--- config.mk ---
export PLATFORM = sky130hd
export DESIGN_NAME = dotrow_renderer
export DESIGN_NICKNAME = d
export VERILOG_FILES = /design/src/rtl/dotrow_pkg.sv /design/src/rtl/dotrow_scan.sv /design/src/rtl/dotrow_blink.sv /design/src/rtl/dotrow_cell.sv /design/src/rtl/dotrow_duty.sv /design/src/rtl/dotrow_renderer.sv
export SDC_FILE = /design/constraint.sdc
export NUM_CORES = 1
export LEC_CHECK = 0
export BUFFER_PORTS_ARGS = -buffer_cell sky130_fd_sc_hd__buf_2
export CORE_ASPECT_RATIO = 0.75
export CORE_UTILIZATION = 45
export CTS_CLUSTER_SIZE = 20
export DETAILED_ROUTE_END_ITERATION = 12
export PLACE_DENSITY = 0.69
export SLEW_MARGIN = 20
export SYNTH_ARGS = -nofsm -noshare
export SYNTH_HDL_FRONTEND = slang
export SYNTH_SLANG_ARGS = --single-unit
--- constraint.sdc ---
create_clock -name clk -period 7 [get_ports clk]
set_clock_uncertainty 0.05 [all_clocks]
set_input_delay 1.4 -clock clk [delete_from_list [all_inputs] [get_ports clk]]
set_output_delay 1.4 -clock clk [all_outputs]
set_load 0.05 [all_outputs]
--- src/rtl/dotrow_pkg.sv ---
package dotrow_pkg;

    typedef enum logic [1:0] {
        CELL_DARK   = 2'd0,
        CELL_GLYPH  = 2'd1,
        CELL_CURSOR = 2'd2,
        CELL_LAMP   = 2'd3
    } cell_kind_t;

    typedef enum logic [1:0] {
        HL_CURSOR       = 2'd0,
        HL_BLINK_CHAR   = 2'd1,
        HL_BLINK_CURSOR = 2'd2,
        HL_ALTERNATE    = 2'd3
    } hl_mode_t;

    // Number of lit phases per cell for a brightness code.
    function automatic int unsigned level_steps(logic [1:0] code, int unsigned phases);
        case (code)
            2'b11:   return phases;
            2'b10:   return phases / 2;
            2'b01:   return phases / 4;
            default: return 0;
        endcase
    endfunction

endpackage

--- src/rtl/dotrow_scan.sv ---
module dotrow_scan #(
    parameter int PHASES = 8,
    parameter int DIGITS = 4,
    parameter int ROWS   = 7,
    localparam int PW = $clog2(PHASES),
    localparam int DW = $clog2(DIGITS),
    localparam int RW = $clog2(ROWS)
) (
    input  logic          clk,
    input  logic          rst,
    output logic [PW-1:0] phase,
    output logic [DW-1:0] digit,
    output logic [RW-1:0] row
);
    localparam logic [PW-1:0] P_LAST = PW'(PHASES - 1);
    localparam logic [DW-1:0] D_LAST = DW'(DIGITS - 1);
    localparam logic [RW-1:0] R_LAST = RW'(ROWS - 1);

    always_ff @(posedge clk) begin
        if (rst) begin
            phase <= '0;
            digit <= '0;
            row   <= '0;
        end else begin
            phase <= (phase == P_LAST) ? '0 : phase + 1'b1;
            if (phase == P_LAST) begin
                digit <= (digit == D_LAST) ? '0 : digit + 1'b1;
                if (digit == D_LAST)
                    row <= (row == R_LAST) ? '0 : row + 1'b1;
            end
        end
    end

    p_phase_wrap_r1: assert property (@(posedge clk) disable iff (rst)
        (phase == P_LAST) |=> (phase == '0));
    p_cell_hold_r1: assert property (@(posedge clk) disable iff (rst)
        (phase != P_LAST) |=> ($stable(digit) && $stable(row)));
    p_row_range_r1: assert property (@(posedge clk) disable iff (rst)
        row <= R_LAST);
    p_reset_zero_r11: assert property (@(posedge clk)
        rst |=> (phase == '0 && digit == '0 && row == '0));
endmodule

--- src/rtl/dotrow_blink.sv ---
module dotrow_blink #(
    parameter int BLINK_DIV = 6_250_000,
    localparam int BW = $clog2(BLINK_DIV)
) (
    input  logic clk,
    input  logic rst,
    output logic visible
);
    localparam logic [BW-1:0] C_LAST = BW'(BLINK_DIV - 1);

    logic [BW-1:0] cnt;
    logic          hidden;

    always_ff @(posedge clk) begin
        if (rst) begin
            cnt    <= '0;
            hidden <= 1'b0;
        end else if (cnt == C_LAST) begin
            cnt    <= '0;
            hidden <= ~hidden;
        end else begin
            cnt <= cnt + 1'b1;
        end
    end

    assign visible = ~hidden;

    p_half_hold_r8: assert property (@(posedge clk) disable iff (rst)
        (cnt != C_LAST) |=> $stable(hidden));
    p_half_flip_r8: assert property (@(posedge clk) disable iff (rst)
        (cnt == C_LAST) |=> (hidden != $past(hidden)));
endmodule

--- src/rtl/dotrow_cell.sv ---
module dotrow_cell
    import dotrow_pkg::*;
#(
    parameter int DIGITS = 4,
    parameter int COLS   = 5,
    localparam int DW = $clog2(DIGITS)
) (
    input  logic [DIGITS*8-1:0] char_codes,
    input  logic [DW-1:0]       digit,
    input  logic [1:0]          hl_mode,
    input  logic                hl_en,
    input  logic                blink_all,
    input  logic                lamp_test,
    input  logic                visible,
    input  logic [COLS-1:0]     glyph_bits,
    output logic [6:0]          code_out,
    output cell_kind_t          kind,
    output logic [COLS-1:0]     cols
);
    logic [7:0] code;

    always_comb begin
        code     = char_codes[32'(digit)*8 +: 8];
        code_out = code[6:0];
        if (lamp_test)
            kind = CELL_LAMP;
        else if (blink_all && !visible)
            kind = CELL_DARK;
        else if (code[7] && hl_en) begin
            case (hl_mode_t'(hl_mode))
                HL_CURSOR:       kind = CELL_CURSOR;
                HL_BLINK_CHAR:   kind = visible ? CELL_GLYPH : CELL_DARK;
                HL_BLINK_CURSOR: kind = visible ? CELL_CURSOR : CELL_DARK;
                default:         kind = visible ? CELL_GLYPH : CELL_CURSOR;
            endcase
        end else
            kind = CELL_GLYPH;

        case (kind)
            CELL_GLYPH: cols = glyph_bits;
            CELL_DARK:  cols = '0;
            default:    cols = '1;
        endcase
    end
endmodule

--- src/rtl/dotrow_duty.sv ---
module dotrow_duty
    import dotrow_pkg::*;
#(
    parameter int PHASES = 8,
    localparam int PW = $clog2(PHASES)
) (
    input  logic [PW-1:0] phase,
    input  logic [1:0]    bright,
    input  cell_kind_t    kind,
    output logic          gate
);
    int unsigned thr;

    always_comb begin
        case (kind)
            CELL_GLYPH:  thr = level_steps(bright, PHASES);
            CELL_CURSOR: thr = level_steps(bright, PHASES) / 2;
            CELL_LAMP:   thr = PHASES / 2;
            default:     thr = 0;
        endcase
        gate = 32'(phase) < thr;
    end
endmodule

--- src/rtl/dotrow_renderer.sv ---
module dotrow_renderer
    import dotrow_pkg::*;
#(
    parameter int PHASES    = 8,
    parameter int DIGITS    = 4,
    parameter int ROWS      = 7,
    parameter int COLS      = 5,
    parameter int BLINK_DIV = 6_250_000,
    localparam int PW = $clog2(PHASES),
    localparam int DW = $clog2(DIGITS),
    localparam int RW = $clog2(ROWS)
) (
    input  logic                clk,
    input  logic                rst,
    input  logic [DIGITS*8-1:0] char_codes,
    input  logic [1:0]          bright,
    input  logic [1:0]          hl_mode,
    input  logic                hl_en,
    input  logic                blink_all,
    input  logic                lamp_test,
    output logic [6:0]          glyph_code,
    output logic [RW-1:0]       glyph_row,
    input  logic [COLS-1:0]     glyph_bits,
    output logic [DW-1:0]       digit_sel,
    output logic [RW-1:0]       row_sel,
    output logic [COLS-1:0]     col_drive,
    output logic                duty_gate
);
    logic [PW-1:0] phase;
    logic          visible;
    cell_kind_t    kind;

    dotrow_scan #(.PHASES(PHASES), .DIGITS(DIGITS), .ROWS(ROWS)) u_scan (
        .clk(clk), .rst(rst), .phase(phase), .digit(digit_sel), .row(row_sel)
    );

    dotrow_blink #(.BLINK_DIV(BLINK_DIV)) u_blink (
        .clk(clk), .rst(rst), .visible(visible)
    );

    dotrow_cell #(.DIGITS(DIGITS), .COLS(COLS)) u_cell (
        .char_codes(char_codes), .digit(digit_sel), .hl_mode(hl_mode),
        .hl_en(hl_en), .blink_all(blink_all), .lamp_test(lamp_test),
        .visible(visible), .glyph_bits(glyph_bits), .code_out(glyph_code),
        .kind(kind), .cols(col_drive)
    );

    dotrow_duty #(.PHASES(PHASES)) u_duty (
        .phase(phase), .bright(bright), .kind(kind), .gate(duty_gate)
    );

    assign glyph_row = row_sel;

    p_lamp_all_dots_r10: assert property (@(posedge clk) disable iff (rst)
        lamp_test |-> (col_drive == '1));
    p_blank_no_gate_r3: assert property (@(posedge clk) disable iff (rst)
        (bright == 2'b00 && !lamp_test) |-> !duty_gate);
    p_dark_no_gate_r6: assert property (@(posedge clk) disable iff (rst)
        (col_drive == '0 && kind != CELL_GLYPH) |-> !duty_gate);
endmodule

==> flow_summary.yaml <==
synthesis:
  synth-edff-count: 0
  synth.avg_cell_area_um2: 9.11
  syn-num-nets: 260
  ys_ff_latch: 32
  synth-seq-area-share_pct: 33.8
  synthSimpleGateAreaFrac_pct: 26.0
  netlist_area_um2: 1890
  yosys-mux-area-fraction_pct: 10.4
  syn_inst: 208
  synth_cell_types: 47
  synthXorXnorAreaFrac_pct: 6.47
  async_reset_ff_share_pct: 0
  synth_top_family_by_area: "simple AND/OR/NAND/NOR gates"
  synth_flop_cell: "dfxtp_1"
  synth_compound_area_share_pct: 13.9
  synthAdderAreaFrac_pct: 3.96
  ys_warn_count: 0
worst_hold_path:
  min_path_type: "flop to flop"
detailed_routing:
  wire_per_inst_um: 12.4
  drt-vias-per-instance: 5.36
  remaining_drc_errors: 0
  drtIter0Drc: 73
  wirelength_um: 4000
  num_vias: 1730
  drtPass1Iterations: 4
  ant_nets: 0
die:
  rows: 20
  die-area_um2: 4480
  initial_core_util_pct: 46.7
  io_pins: 67
  core_um2: 4050
  die-width_um: 76.9
  die_y_um: 58.2
placement:
  io_buffers: 66
  gp_congestion: 0.841
  hpwl_um: 3030
timing:
  slew_viol_final: 0
  min_period_over_period_pct: 77.2
  tns_ns: 0
  hold_viol: 0
  max_freq_mhz: 185
  rsz0062_at_grt: "no"
  min_period_ns: 5.40
  finalSetupViolCount: 0
  slew_headroom_pct: 40.7
  worstMarginPinSlew_ns: 0.889
critical_path:
  critPathTopFamily: "compound AO/OA/AOI/OAI gates"
  cp_data_arrival_time_ns: 3.95
  cp.required_ns: 5.55
  crit_path_start_kind: "input pin"
  cp_slowest_stage_delay_ns: 0.52
  end_kind: "output pin"
  path_class: "input pin to output pin"
  path_max_fanout: 8
  cp_slowest_cell: "o22ai_1"
  cp_cell_sequence: "buf_2 > mux2i_1 > o22ai_1 > o22ai_1 > a32oi_1 > ha_1 > or3_1 > a2111oi_0 > a32o_1 > a41o_1 > buf_2"
  critPathBufInv: 2
final_layout:
  diodes: 0
  nets: 319
  syn_to_final_growth_pct: 21.8
  final_util_pct: 56.9
  drive_above_1_share_pct: 32.5
clock_tree:
  cts_tree: "done"
  clkTransAtPathRegs_ns: 0.07
  clock_latency_ns: 0.29
  postCtsHoldBufs: 0
  cts_buffers: 5
  cts_root_buffer: "clkbuf_8"
  cts_setup_buffers: 0
  cts-htree-levels: 2
  cts.sinks: 32
  post_cts_resized: 0
  cts.path.max_buffers: 2
grt:
  grt_overflow_total: 0
  first_global_vias: 1560
  grt_start_max_net_pins: 24
  grt_util_all_layers_pct: 19.8
  grt_pass1_wl_um: 7040
  antenna_found_initial: 0
power:
  p_leak_nw: 0.868
  ir_worst_vdd_mv: 0.132
  powerDensity_nw_per_um2: 170
run:
  maxCapViolCount: 0
outcome:
  status: "finished, final reports clean"
cell type report:
type	instances	area [um2]
Fill cell	383	1750
Multi-Input combinational cell	156	1150
Sequential cell	32	641
Timing Repair Buffer	66	330
Clock buffer	5	68.8
Tap cell	55	68.8
Clock inverter	3	23.8
Inverter	6	22.5
worst register-to-register path: stages, from the launching register on:
cell	delay, ns
dfxtp_1	0.37
ha_1	0.27
and2_1	0.21
nand4_1	0.17
o21bai_2	0.76
nor2_1	0.12
kinds of logic (layout without fill, tap and decap cells):
| family | Yosys count | count (layout) |
|---|---|---|
| AOI/OAI and AO/OA | 39 | 39 |
| muxes | 11 | 11 |
| adders and majority gates | 6 | 6 |
| buffers and inverters | 20 | 80 |
| xor gates and xnor gates | 14 | 14 |
| DFF | 32 | 32 |
| and+or+nand+nor | 86 | 86 |
worst paths after layout:
kind | depth (start not counted) | slack (ns) | start | to
max | 11 | 1.60 | char_codes[15] | duty_gate
min | 1 | 0.41 | u_scan.phase[0]$_SDFF_PP0_ | u_scan.phase[0]$_SDFF_PP0_
max reg2reg | 5 | 4.90 | u_blink.cnt[0]$_SDFF_PP0_ | u_blink.cnt[5]$_SDFF_PP0_
min reg2reg | 1 | 0.41 | u_scan.phase[0]$_SDFF_PP0_ | u_scan.phase[0]$_SDFF_PP0_
metrics by stage:
stage | instance area, um2 | setup slack [ns] | power, mW | instances | hold WS [ns]
3_5_place_dp | 2210 | 1.59 | 0.252 | 315 | 0.397
5_1_grt | 2310 | 1.39 | 0.410 | 323 | 0.433
4_1_cts | 2310 | 1.59 | 0.398 | 323 | 0.407
2_1_floorplan | 1890 | 1.92 | 0.232 | 208 | 0.371
6_report | 2310 | 1.60 | 0.392 | 323 | 0.408
3_3_place_gp | 2210 | 1.69 | 0.252 | 315 | 0.390
placed cells by master, fill, tap and decap left out, drive strengths merged, types with 2 or more instances in the layout:
cell      synthesis  final
buf               9     66
dfxtp            32     32
nor2             26     26
nand2            11     11
a21oi            10     10
xnor2             9      9
o21ai             8      8
or3               8      8
nand4             8      8
mux4              7      7
nand3             7      7
inv               6      6
ha                6      6
a211o             5      5
xor2              5      5
clkbuf            5      5
mux2i             4      4
nor3              4      4
or4               4      4
o22ai             3      3
nor3b             3      3
nor4              3      3
nand2b            2      2
and2              2      2
a211oi            2      2
a41o              2      2
nor4b             2      2
o31ai             2      2
clkinvlp          0      2
synthesized netlist by cell type, types with 2 or more instances:
library cell,count,area (um2)
clkbuf_1,5,18.8
xnor2_1,9,78.8
nor4b_1,2,17.5
a211oi_1,2,15.0
buf_4,4,30.0
or4_1,4,30.0
o22ai_1,3,18.8
and2_1,2,12.5
mux4_2,7,158
mux2i_1,4,40.0
o31ai_1,2,15.0
a211o_1,5,43.8
ha_1,6,75.1
nor2_1,26,97.6
a21oi_1,10,50.1
nand2b_1,2,12.5
nand4_1,7,43.8
dfxtp_1,32,641
nor4_1,3,18.8
xor2_1,5,43.8
nor3_1,4,20.0
or3_1,8,50.1
buf_2,3,15.0
inv_1,6,22.5
nand3_1,5,25.0
nor3b_1,3,22.5
a41o_1,2,20.0
o21ai_0,8,40.0
nand2_1,11,41.3
where the power goes:
part / internal (mW) / switching, mW / leakage (nW)
logic: 0.0240 / 0.0359 / 0.568
registers: 0.185 / 0.00273 / 0.259
clock network: 0.0703 / 0.0745 / 0.0404
total: 0.279 / 0.113 / 0.868
sequential cells by signal (all words and copies together) (netlist names):
register        count
u_blink.hidden      1
u_blink.cnt        23
u_scan.digit        2
u_scan.row          3
u_scan.phase        3
metal layers:
metal	wire, um	track usage, %
met5	0	0
met2	1640	29.1
met4	52	7.14
met3	176	5.98
met1	2130	27.5
Power figures use the tool's default switching activity.
